==> src/rtl/dncnt_pkg.sv <==
package dncnt_pkg;

    // Edge events derived from one sampled input
    typedef struct packed {
        logic rise;
        logic fall;
    } edge_t;

    // What the count register does in a given cycle
    typedef enum logic [1:0] {
        ACT_KEEP  = 2'd0,
        ACT_STEP  = 2'd1,
        ACT_LOAD  = 2'd2,
        ACT_CLEAR = 2'd3
    } act_e;

    // Priority: clear over load over step
    function automatic act_e pick_action(input logic clr, input logic ld, input logic stp);
        if (clr)      return ACT_CLEAR;
        else if (ld)  return ACT_LOAD;
        else if (stp) return ACT_STEP;
        else          return ACT_KEEP;
    endfunction

endpackage

==> src/rtl/dncnt_edge_sampler.sv <==
module dncnt_edge_sampler
    import dncnt_pkg::*;
#(
    parameter int STAGES = 1
) (
    input  logic  clk,
    input  logic  rst,
    input  logic  din,
    output edge_t ev,
    output logic  level
);
    localparam int LAST = STAGES - 1;

    logic [STAGES-1:0] pipe;
    logic              prev;

    // Sampling chain; on reset every stage follows the input so no edge
    // is reported when reset is released.
    generate
        for (genvar i = 0; i < STAGES; i++) begin : g_stage
            if (i == 0) begin : g_first
                always_ff @(posedge clk) begin
                    pipe[0] <= din;
                end
            end else begin : g_next
                always_ff @(posedge clk) begin
                    if (rst) pipe[i] <= din;
                    else     pipe[i] <= pipe[i-1];
                end
            end
        end
    endgenerate

    always_ff @(posedge clk) begin
        if (rst) prev <= din;
        else     prev <= pipe[LAST];
    end

    assign level   = pipe[LAST];
    assign ev.rise = pipe[LAST] & ~prev;
    assign ev.fall = ~pipe[LAST] & prev;

endmodule

==> src/rtl/dncnt_step_gen.sv <==
module dncnt_step_gen
    import dncnt_pkg::*;
(
    input  edge_t cnt_ev,
    input  logic  cnt_lvl,
    input  edge_t inh_ev,
    input  logic  inh_lvl,
    output logic  step
);
    logic from_cnt;
    logic from_inh;

    // Count edge is honoured only with inhibit low; inhibit falling edge
    // counts only with the count input resting high. Either source gives
    // a single step.
    always_comb begin
        from_cnt = cnt_ev.rise & ~inh_lvl;
        from_inh = inh_ev.fall & cnt_lvl;
        step     = from_cnt | from_inh;
    end

endmodule

==> src/rtl/dncnt_core.sv <==
module dncnt_core
    import dncnt_pkg::*;
#(
    parameter int W = 4
) (
    input  logic         clk,
    input  logic         clear,
    input  logic         load_en,
    input  logic [W-1:0] load_val,
    input  logic         step,
    output logic [W-1:0] count
);
    localparam logic [W-1:0] ZERO = '0;
    localparam logic [W-1:0] ONE  = W'(1);

    act_e         act;
    logic [W-1:0] nxt;

    always_comb begin
        act = pick_action(clear, load_en, step);
        unique case (act)
            ACT_CLEAR: nxt = ZERO;
            ACT_LOAD:  nxt = load_val;
            ACT_STEP:  nxt = count - ONE;   // wraps from zero to all ones
            default:   nxt = count;
        endcase
    end

    always_ff @(posedge clk) begin
        count <= nxt;
    end

endmodule

==> src/rtl/cascade_down_counter.sv <==
module cascade_down_counter
    import dncnt_pkg::*;
#(
    parameter int W           = 4,
    parameter int SYNC_STAGES = 1
) (
    input  logic         clk,
    input  logic         clear,
    input  logic         cnt_in,
    input  logic         inhibit,
    input  logic         load_en,
    input  logic         chain_en,
    input  logic [W-1:0] load_val,
    output logic [W-1:0] count,
    output logic         zero_flag
);
    edge_t cnt_ev;
    edge_t inh_ev;
    logic  cnt_lvl;
    logic  inh_lvl;
    logic  step;

    dncnt_edge_sampler #(.STAGES(SYNC_STAGES)) u_cnt_smp (
        .clk   (clk),
        .rst   (clear),
        .din   (cnt_in),
        .ev    (cnt_ev),
        .level (cnt_lvl)
    );

    dncnt_edge_sampler #(.STAGES(SYNC_STAGES)) u_inh_smp (
        .clk   (clk),
        .rst   (clear),
        .din   (inhibit),
        .ev    (inh_ev),
        .level (inh_lvl)
    );

    dncnt_step_gen u_step (
        .cnt_ev  (cnt_ev),
        .cnt_lvl (cnt_lvl),
        .inh_ev  (inh_ev),
        .inh_lvl (inh_lvl),
        .step    (step)
    );

    dncnt_core #(.W(W)) u_core (
        .clk      (clk),
        .clear    (clear),
        .load_en  (load_en),
        .load_val (load_val),
        .step     (step),
        .count    (count)
    );

    assign zero_flag = chain_en & (count == '0);

endmodule

==> config.mk <==
export PLATFORM = sky130hd
export DESIGN_NAME = cascade_down_counter
export DESIGN_NICKNAME = d
export VERILOG_FILES = /design/src/rtl/dncnt_pkg.sv /design/src/rtl/dncnt_edge_sampler.sv /design/src/rtl/dncnt_step_gen.sv /design/src/rtl/dncnt_core.sv /design/src/rtl/cascade_down_counter.sv
export SDC_FILE = /design/constraint.sdc
export NUM_CORES = 1
export LEC_CHECK = 0
export ABC_AREA = 0
export BUFFER_PORTS_ARGS = -buffer_cell sky130_fd_sc_hd__buf_2
export CAP_MARGIN = 20
export CORE_AREA = 3 3 40 42
export CTS_CLUSTER_DIAMETER = 150
export DETAILED_ROUTE_END_ITERATION = 12
export DIE_AREA = 0 0 43 45
export MAX_ROUTING_LAYER = met4
export PLACE_DENSITY = 0.64
export SLEW_MARGIN = 20
export SYNTH_ARGS = -nofsm -noshare
export SYNTH_HDL_FRONTEND = slang
export SYNTH_SLANG_ARGS = --single-unit
==> constraint.sdc <==
create_clock -name clk -period 2 [get_ports clk]
set_input_delay 0.2 -clock clk [delete_from_list [all_inputs] [get_ports clk]]
set_output_delay 0.2 -clock clk [all_outputs]
set_load 0.02 [all_outputs]
==> impl_metrics.csv <==
group,metric,value,unit
logic_synthesis,ys_types,17,
logic_synthesis,synth_xor_xnor_area_share,2.16,%
placed_design,dp.cells,66,
finish,final_nets,70,
logic_synthesis,yosys_register_bits,8,
clock_tree,cts_setup_buffers,0,
finish,area_growth,28.4,%
die,start_util,31.5,%
placed_design,dp_hpwl,605,um
finish,antenna_cells,0,
global_routing,grt_max_degree,6,
route,routedWlPerCell,10.2,um
finish,instances_no_fill,70,
finish,post-route-util,40.5,%
die,die_area,1940,sq um
critical_path,startpoint_type,"flop",
die,die_y,45,um
logic_synthesis,synthMuxAreaShare,5.56,%
clock_tree,cts_buffers,3,
timing,maxSlewHeadroom,80.3,%
critical_path,criticalPathCategory,"flop to output port",
worst_hold_path,hp-class,"input port to flop",
clock_tree,cts_buffer_depth,2,
route,drc,0,
clock_tree,htreeDepth,1,
power_and_ir_drop,vdd.ir_drop.worst,0.000500,V
timing,setup_viol,0,
placed_design,dpl_worst_slack,0.464,ns
global_routing,top_usage_layer,"met2",
logic_synthesis,synth_compound_area_share,11.1,%
logic_synthesis,yosysSeqAreaShare,49.4,%
timing,drv_slew,0,
route,drt-total-wl,714,um
critical_path,crit_path_max_fanout,4,
logic_synthesis,syn_inst,37,
logic_synthesis,synth_adder_area_share,12.3,%
clock_tree,cts_tree,"yes",
logic_synthesis,synth_nets,51,
timing,worstMarginPinSlew,0.294,ns
route,ant_nets,0,
run,drv_cap,0,
timing,skew,0.0104,ns
global_routing,met2_usage,16.2,%
global_routing,grt_overflow,0,
finish,layout-drive-gt1-share,38.2,%
global_routing,grtUsageMet3,5.58,%
timing,hold_ws,0.0695,ns
logic_synthesis,ys_warn_count,0,
power_and_ir_drop,leakage,0.248,nW
finish,post-route-cell-area,520,sq um
critical_path,cp-end-kind,"output port",
timing,fin_tns_setup,0,ns
die,fp.coreArea,1280,sq um
global_routing,use_met1,8.19,%
route,viasPerCell,4.46,
status,status,"completed",
timing,rsz0062_at_grt,"false",
logic_synthesis,synth_top_family_by_area,"simple AND/OR/NAND/NOR gates",
global_routing,grt_pass1_vias,320,
route,dr.pass1.iters,2,
timing,period_needed,1.55,ns
logic_synthesis,netlist_area,405,sq um
logic_synthesis,yosys.area_share.simple,14.8,%
clock_tree,cts.clk_slew.worst_paths,0.06,ns
critical_path,cp.arrival,1.35,ns
global_routing,grt_first_pass_wirelength,1260,um
placed_design,place_area,494,sq um
clock_tree,root_buffer,"clkbuf_4",
timing,hold_viol,0,
die,pin_count,15,
power_and_ir_drop,power.density_cell_area,783,nW/um^2
timing,period_share,77.4,%
clock_tree,clock-sinks,8,
critical_path,critPathRequiredTime,1.80,ns
clock_tree,worst_skew_pair.late_latency,0.25,ns
placed_design,port_buffers,14,
route,drtIter0Drc,3,
die,rows,13,
route,vias,312,
global_routing,grt_util_all_layers,9.01,%
global_routing,antenna_found_initial,0,
clock_tree,ctsResizeCount,0,
clock_tree,holdBufCountCts,0,
timing,clock.fmax,646,MHz
timing,setup_ws,0.452,ns
die,die_x,43,um
placed_design,place_congestion,0.726,
power_and_ir_drop,p_total,407,uW
logic_synthesis,avgSynthCellArea,11.0,sq um
power breakdown:
group          switching, mW  internal, mW
Combinational         0.0424        0.0378
Sequential            0.0114         0.188
Clock                 0.0520        0.0761
cells in the final DEF (no fill, tap or decap):
master / count
mux2_2: 2
edfxtp_1: 4
a31oi_1: 1
dfxtp_1: 4
o21ai_1: 1
nand2_1: 2
ha_1: 4
nor2_1: 3
buf_2: 14
a21oi_1: 2
clkbuf_4: 3
xor2_1: 1
nand2b_1: 2
nor4_2: 1
or2_2: 1
a22oi_1: 2
nor4bb_1: 1
clkbuf_1: 1
inv_1: 5
o31a_1: 1
critical path, stage by stage (launching register included):
cell,delay [ns]
edfxtp_1,0.44
inv_1,0.11
ha_1,0.17
nor4bb_1,0.18
buf_2,0.20
sequential cells by signal, summed over array words and instances, names as in the netlist:
| name | cells |
|---|---|
| u_cnt_smp.level | 1 |
| u_cnt_smp.prev | 1 |
| u_core.count | 4 |
| u_inh_smp.level | 1 |
| u_inh_smp.prev | 1 |
layer usage:
metal | wire (um) | share of wire (%)
met5 | 0 | 0
met1 | 300 | 42
met2 | 340 | 48
met3 | 73 | 10
met4 | 0 | 0
final cells by class:
class,instances,area [sq um]
Fill cell,131,764
Sequential cell,8,200
Multi-Input combinational cell,24,186
Timing Repair Buffer,14,70.1
Clock buffer,4,26.3
Inverter,5,18.8
Tap cell,15,18.8
synth_stat cells:
cell type	number	area [sq um]
o31a_1	1	8.76
xor2_1	1	8.76
o21ai_1	1	5.00
inv_1	5	18.8
mux2_2	2	22.5
nor2_1	3	11.3
edfxtp_1	4	120
nand2_1	2	7.51
nand2b_1	2	12.5
ha_1	4	50.1
a22oi_1	2	15.0
a21oi_1	2	10.0
or2_2	1	6.26
nor4bb_1	1	10.0
a31oi_1	1	6.26
nor4_2	1	12.5
dfxtp_1	4	80.1
cell families (layout without fill, tap and decap cells):
kind of cell	after synthesis	after routing
AND/OR/NAND/NOR	10	10
flip-flops	8	8
AO/OA/AOI/OAI	7	7
buffers and inverters	5	23
adder cells (fa/ha/maj)	4	4
multiplexers	2	2
XOR/XNOR	1	1
worst paths after layout:
path | slack (ns) | to | startpoint | depth (start not counted)
setup / recovery | 0.45 | zero_flag | u_core.count[0] | 4
hold / removal | 0.07 | u_inh_smp.level | inhibit | 1
setup reg to reg | 0.49 | u_core.count[0] | u_inh_smp.prev | 6
hold reg to reg | 0.48 | u_inh_smp.prev | u_inh_smp.level | 1
Power figures use the tool's default switching activity.
